File: src/rtl/dmon_pkg.sv
package dmon_pkg;
  // strobes from control to datapath
  typedef struct packed {
    logic sample;   // capture unit outputs at this edge
    logic triplex;  // the vote result is meaningful
  } dmonStrobe_t;

  // status returned by the datapath
  typedef struct packed {
    logic       pairDiff;
    logic       sumBad;
    logic [1:0] voteIdx;
  } dmonStatus_t;
endpackage

File: src/rtl/dmon_datapath.sv
module dmon_datapath
  import dmon_pkg::*;
#(
  parameter int W     = 8,
  parameter int BLOCK = 16
) (
  input  logic        clk,
  input  logic        rstN,
  input  dmonStrobe_t stb,
  input  logic [W-1:0] feA,
  input  logic [W-1:0] feB,
  input  logic [W-1:0] feC,
  input  logic [W-1:0] storedSum,
  output dmonStatus_t  status
);
  localparam int CNT_W = $clog2(BLOCK);

  logic [W-1:0]     acc;
  logic [CNT_W-1:0] sampCnt;
  logic             blockEnd;
  logic [1:0]       vote;

  assign blockEnd = (sampCnt == CNT_W'(BLOCK - 1));

  always_comb begin
    if (feA == feB && feB == feC) vote = 2'd0;
    else if (feA == feB)          vote = 2'd3;
    else if (feA == feC)          vote = 2'd2;
    else if (feB == feC)          vote = 2'd1;
    else                          vote = 2'd0;
  end

  always_comb begin
    status.pairDiff = (feA != feB);
    status.sumBad   = blockEnd && ((acc ^ feA) != storedSum);
    status.voteIdx  = stb.triplex ? vote : 2'd0;
  end

  always_ff @(posedge clk) begin
    if (!rstN) begin
      acc     <= '0;
      sampCnt <= '0;
    end else if (stb.sample) begin
      if (blockEnd) begin
        acc     <= '0;
        sampCnt <= '0;
      end else begin
        acc     <= acc ^ feA;
        sampCnt <= sampCnt + 1'b1;
      end
    end
  end

  // the checksum state moves only on a sample strobe
  p_acc_hold_r8: assert property (@(posedge clk) disable iff (!rstN)
    !stb.sample |=> ($stable(acc) && $stable(sampCnt)));
endmodule

File: src/rtl/dmon_ctrl.sv
module dmon_ctrl
  import dmon_pkg::*;
#(
  parameter int DELAY_W   = 4,
  parameter int DEF_DELAY = 2
) (
  input  logic               clk,
  input  logic               rstN,
  input  logic [DELAY_W-1:0] delayCfg,
  input  logic               inValid,
  input  dmonStatus_t        status,
  input  logic               recAck,
  output dmonStrobe_t        stb,
  output logic               triplexMode,
  output logic               recReq,
  output logic [1:0]         faultIdx,
  output logic               monitorFault
);
  logic [DELAY_W-1:0] delayReg;
  logic [DELAY_W-1:0] cnt;
  logic               busy;

  always_comb begin
    stb.sample  = busy && (cnt == DELAY_W'(1));
    stb.triplex = triplexMode;
  end

  // launch and settle-delay counter
  always_ff @(posedge clk) begin
    if (!rstN) begin
      delayReg <= (delayCfg == '0) ? DELAY_W'(DEF_DELAY) : delayCfg;
      busy     <= 1'b0;
      cnt      <= '0;
    end else if (!busy) begin
      if (inValid) begin
        busy <= 1'b1;
        cnt  <= delayReg;
      end
    end else begin
      cnt <= cnt - 1'b1;
      if (cnt == DELAY_W'(1)) busy <= 1'b0;
    end
  end

  // evaluator and actuator
  always_ff @(posedge clk) begin
    if (!rstN) begin
      triplexMode  <= 1'b0;
      recReq       <= 1'b0;
      faultIdx     <= 2'd0;
      monitorFault <= 1'b0;
    end else begin
      if (recReq && recAck) begin
        recReq       <= 1'b0;
        faultIdx     <= 2'd0;
        monitorFault <= 1'b0;
      end
      if (stb.sample && !recReq) begin
        if (triplexMode) begin
          triplexMode  <= 1'b0;
          recReq       <= 1'b1;
          faultIdx     <= status.voteIdx;
          monitorFault <= status.sumBad;
        end else if (status.sumBad) begin
          recReq       <= 1'b1;
          faultIdx     <= 2'd0;
          monitorFault <= 1'b1;
        end else if (status.pairDiff) begin
          triplexMode <= 1'b1;
        end
      end
    end
  end

  p_req_hold_r6: assert property (@(posedge clk) disable iff (!rstN)
    (recReq && !recAck) |=> (recReq && $stable(faultIdx) && $stable(monitorFault)));

  p_triplex_exit_r5: assert property (@(posedge clk) disable iff (!rstN)
    (triplexMode && stb.sample) |=> (!triplexMode && recReq));

  p_mask_r7: assert property (@(posedge clk) disable iff (!rstN)
    (recReq && !triplexMode) |=> !triplexMode);

  p_mode_quiet_r4: assert property (@(posedge clk) disable iff (!rstN)
    !stb.sample |=> $stable(triplexMode));
endmodule

File: src/rtl/dmon_top.sv
module dmon_top
  import dmon_pkg::*;
#(
  parameter int W         = 8,
  parameter int BLOCK     = 16,
  parameter int DELAY_W   = 4,
  parameter int DEF_DELAY = 2
) (
  input  logic               clk,
  input  logic               rstN,
  input  logic [DELAY_W-1:0] delayCfg,
  input  logic               inValid,
  input  logic [W-1:0]       feA,
  input  logic [W-1:0]       feB,
  input  logic [W-1:0]       feC,
  input  logic [W-1:0]       storedSum,
  input  logic               recAck,
  output logic               triplexMode,
  output logic               recReq,
  output logic [1:0]         faultIdx,
  output logic               monitorFault
);
  dmonStrobe_t stb;
  dmonStatus_t status;

  dmon_ctrl #(.DELAY_W(DELAY_W), .DEF_DELAY(DEF_DELAY)) i_ctrl (
    .clk(clk), .rstN(rstN), .delayCfg(delayCfg), .inValid(inValid),
    .status(status), .recAck(recAck), .stb(stb),
    .triplexMode(triplexMode), .recReq(recReq),
    .faultIdx(faultIdx), .monitorFault(monitorFault)
  );

  dmon_datapath #(.W(W), .BLOCK(BLOCK)) i_dp (
    .clk(clk), .rstN(rstN), .stb(stb),
    .feA(feA), .feB(feB), .feC(feC), .storedSum(storedSum),
    .status(status)
  );
endmodule

File: config.mk
export PLATFORM = sky130hd
export DESIGN_NAME = dmon_top
export DESIGN_NICKNAME = d
export VERILOG_FILES = /design/src/rtl/dmon_pkg.sv /design/src/rtl/dmon_datapath.sv /design/src/rtl/dmon_ctrl.sv /design/src/rtl/dmon_top.sv
export SDC_FILE = /design/constraint.sdc
export NUM_CORES = 1
export LEC_CHECK = 0
export CAP_MARGIN = 30
export CORE_UTILIZATION = 45
export DETAILED_ROUTE_END_ITERATION = 12
export DONT_BUFFER_PORTS = 1
export HOLD_SLACK_MARGIN = 0.06
export PLACE_DENSITY = 0.57
export SETUP_SLACK_MARGIN = 0.5
export SYNTH_ARGS = -nofsm -noshare
export SYNTH_HDL_FRONTEND = slang
export SYNTH_SLANG_ARGS = --single-unit
File: constraint.sdc
create_clock -name clk -period 2.4 [get_ports clk]
set_input_delay 0.48 -clock clk [delete_from_list [all_inputs] [get_ports clk]]
set_output_delay 0.48 -clock clk [all_outputs]
set_load 0.01 [all_outputs]
==> results.json <==
{
  "outcome": "finished clean",
  "worst_pin_slew_ns": 0.372,
  "largest_family_of_logic_cells_by_synthesized_area": "XOR/XNOR gates",
  "fin_crit_sh_pct": 74.0,
  "clock-root-buffer": "clkbuf_4",
  "layout_common_cells": "dfxtp_1 (22), nor2_1 (17), xor2_1 (17)",
  "critical_path_required_ns": 2.62,
  "std_cell_rows": 21,
  "insertion_delay_ns": 0.32,
  "synthCells": 176,
  "switching_share_pct": 22.0,
  "hp-class": "in -> reg",
  "setup_repair_after_global_routing_missed_its_margin": "no",
  "tritoncts_num_sinks": 26,
  "dieArea_sq_um": 3890,
  "timing.critical_path.buf_inv": 1,
  "crit_arrival_ns": 1.99,
  "grt_overflow": 0,
  "post_synth_fa_ha_maj_area_fraction_pct": 2.29,
  "path_clk_slew_ns": 0.14,
  "worstSetupPathType": "reg -> reg",
  "post-dp-hpwl_um": 2670,
  "post_synth.cell_area_avg_sq_um": 9.31,
  "fin_skew_ns": 0.00876,
  "synth_xor_xnor_area_share_pct": 24.9,
  "start_util_pct": 48.0,
  "setup-tns-final_ns": 0,
  "cap_violations": 0,
  "finalHoldViolCount": 0,
  "grt_max_degree": 22,
  "fp.coreArea_sq_um": 3420,
  "finalMaxSlewViolations": 0,
  "async_reset_ff_share_pct": 0,
  "tritoncts": "yes",
  "area_delta_synth_final_pct": 5.88,
  "detail_route.drc_violations": 0,
  "synth_enable_flop_cells": 4,
  "clock_path_buffers": 2,
  "power.share.clock_pct": 32.7,
  "final_non_filler_cell_total": 219,
  "setup.worst_path.end_class": "register",
  "crit_path_cell_trace": "nor4bb_1 > buf_4 > nand2_1 > o21ai_0 > o31a_1 > nor2_1",
  "crit_fanout": 12,
  "synth-simple-area-share_pct": 19.8,
  "max-vdd-ir-drop_v": 0.000307,
  "ys_seq_area_share_pct": 34.2,
  "avgRoutedWirePerCell_um": 15.8,
  "cell_internal_pwr_mw": 0.710,
  "portBuffers": 0,
  "per_cell_via_count_in_the_routed_design": 5.76,
  "mappedNetlistNets": 219,
  "die_width_um": 62.4,
  "first_drt_pass_iteration_count": 5,
  "dp.cells": 215,
  "net-switching-power_mw": 0.200,
  "gp_routability_congestion": 0.881,
  "detailedRoute.firstIterationViolations": 65,
  "worst_hold_startpoint": "delayCfg[0]",
  "grt_pass1_vias": 1248,
  "die_height_um": 62.4,
  "post_synth_instance_area_sq_um": 1640,
  "crit_family": "flip-flops",
  "dr_total_vias": 1262,
  "insertedDiodeCount": 0,
  "synth_compound_gate_area_share_pct": 13.4,
  "max-slew-margin-rel_pct": 75.2,
  "grt_pass1_wl_um": 5680,
  "layout.nets": 217,
  "yosys-mux-area-fraction_pct": 1.83,
  "cts_made_buffers": 3,
  "layout_commonest_cell": "dfxtp_1",
  "power.leakage_nw": 0.663,
  "fin_crit_ns": 1.78,
  "io_pins": 45,
  "category_of_the_worst_setup_path_launch_point": "register",
  "synth_cell_type_count": 35,
  "share_seq_of_total_power_pct": 52.6,
  "dominantRegCellSynth": "dfxtp_1",
  "critPathLaunch": "i_ctrl.busy",
  "postRouteAntennaNets": 0,
  "cts.hold.buffers_added": 0,
  "all_layer_global_routing_usage_pct": 18.6,
  "h-tree-depth": 1,
  "finalSetupViolations": 0,
  "clock.fmax_mhz": 563,
  "power_frac_comb_pct": 14.7,
  "ys_ff_latch": 26,
  "critical-path-slowest-cell": "dfxtp_1",
  "power-per-cell-area_nw_per_um2": 524,
  "slowest_delay_ns": 0.57,
  "final_layout_size_suffix_gt1_share_pct": 6.36,
  "antenna_found_initial": 0,
  "reg2reg_from": "i_ctrl.busy",
  "finalWirelength_um": 3460,
  "number_of_warnings_printed_during_yosys_synthesis": 0
}
## layer usage
| layer | GRT usage, % | wire (um) |
|---|---|---|
| met3 | 6.43 | 199 |
| met1 | 20.2 | 1410 |
| met2 | 35.3 | 1830 |
| met4 | 2.62 | 17 |
| met5 | 0 | 0 |
## final timing paths
kind | endpoint | slack (ns) | cells after the start
setup / recovery | i_dp.sampCnt[3] | 0.62 | 6
setup reg to reg | i_dp.sampCnt[3] | 0.62 | 6
hold reg to reg | i_dp.acc[5] | 0.49 | 2
hold / removal | i_ctrl.delayReg[0] | 0.24 | 0
## flip-flops by register name, indices dropped and copies added, names as in the netlist
name                 cells
i_dp.acc                 8
i_ctrl.cnt               4
i_ctrl.delayReg          4
i_dp.sampCnt             4
i_ctrl.faultIdx          2
i_ctrl.busy              1
i_ctrl.monitorFault      1
i_ctrl.recReq            1
i_ctrl.triplexMode       1
## repair_timing
| action | 4_1_cts | 5_1_grt |
|---|---|---|
| resized for setup | 1 | 1 |
| setup buffers | 0 | 0 |
| endpoints found under the setup margin | 2 | 3 |
## cell type report
class	instances	area, sq um
Fill cell	322	1680
Multi-Input combinational cell	135	1020
Sequential cell	26	561
Tap cell	46	57.6
Clock inverter	1	30.0
Clock buffer	3	22.5
Timing Repair Buffer	3	22.5
Inverter	5	18.8
## cells by family after synthesis
family / count (synthesis)
adders and majority gates: 3
AOI/OAI and AO/OA: 36
and+or+nand+nor: 59
muxes: 3
xor gates and xnor gates: 34
buffers and inverters: 15
DFF: 26
## synthesized netlist by cell type, drive strengths merged, types with 3 or more instances
library cell | instances | area, sq um
a21oi | 14 | 70.1
clkbuf | 9 | 33.8
dfxtp | 22 | 440
edfxtp | 4 | 120
ha | 3 | 37.5
inv | 5 | 18.8
mux2i | 3 | 30.0
nand2 | 10 | 37.5
nand4 | 5 | 31.3
nor2 | 17 | 63.8
nor2b | 3 | 18.8
nor3 | 4 | 20.0
nor4 | 4 | 25.0
nor4b | 7 | 61.3
o21ai | 13 | 68.8
xnor2 | 9 | 78.8
xnor3 | 8 | 180
xor2 | 17 | 149
## stage by stage
| step | hold WS [ns] | util [%] | worst slack, ns | total power [mW] | area (sq um) |
|---|---|---|---|---|---|
| 2_1_floorplan | 0.440 | - | 0.721 | 0.601 | 1640 |
| 3_3_place_gp | 0.460 | 49.1 | 0.487 | 0.618 | 1680 |
| 3_5_place_dp | 0.476 | 49.1 | 0.400 | 0.622 | 1680 |
| 4_1_cts | 0.226 | 50.7 | 0.565 | 0.925 | 1730 |
| 5_1_grt | 0.207 | 50.8 | 0.530 | 0.955 | 1740 |
| 6_report | 0.241 | 50.8 | 0.624 | 0.910 | 1740 |
## power groups by stage
stage	registers (mW)	logic, mW	clock network [mW]
after detailed placement	0.489	0.133	0
after global routing	0.482	0.147	0.326
after floorplan	0.482	0.119	0
final	0.479	0.133	0.298
after CTS	0.479	0.134	0.311
after global placement	0.488	0.130	0
No activity file was read; power rests on OpenSTA's default activity.
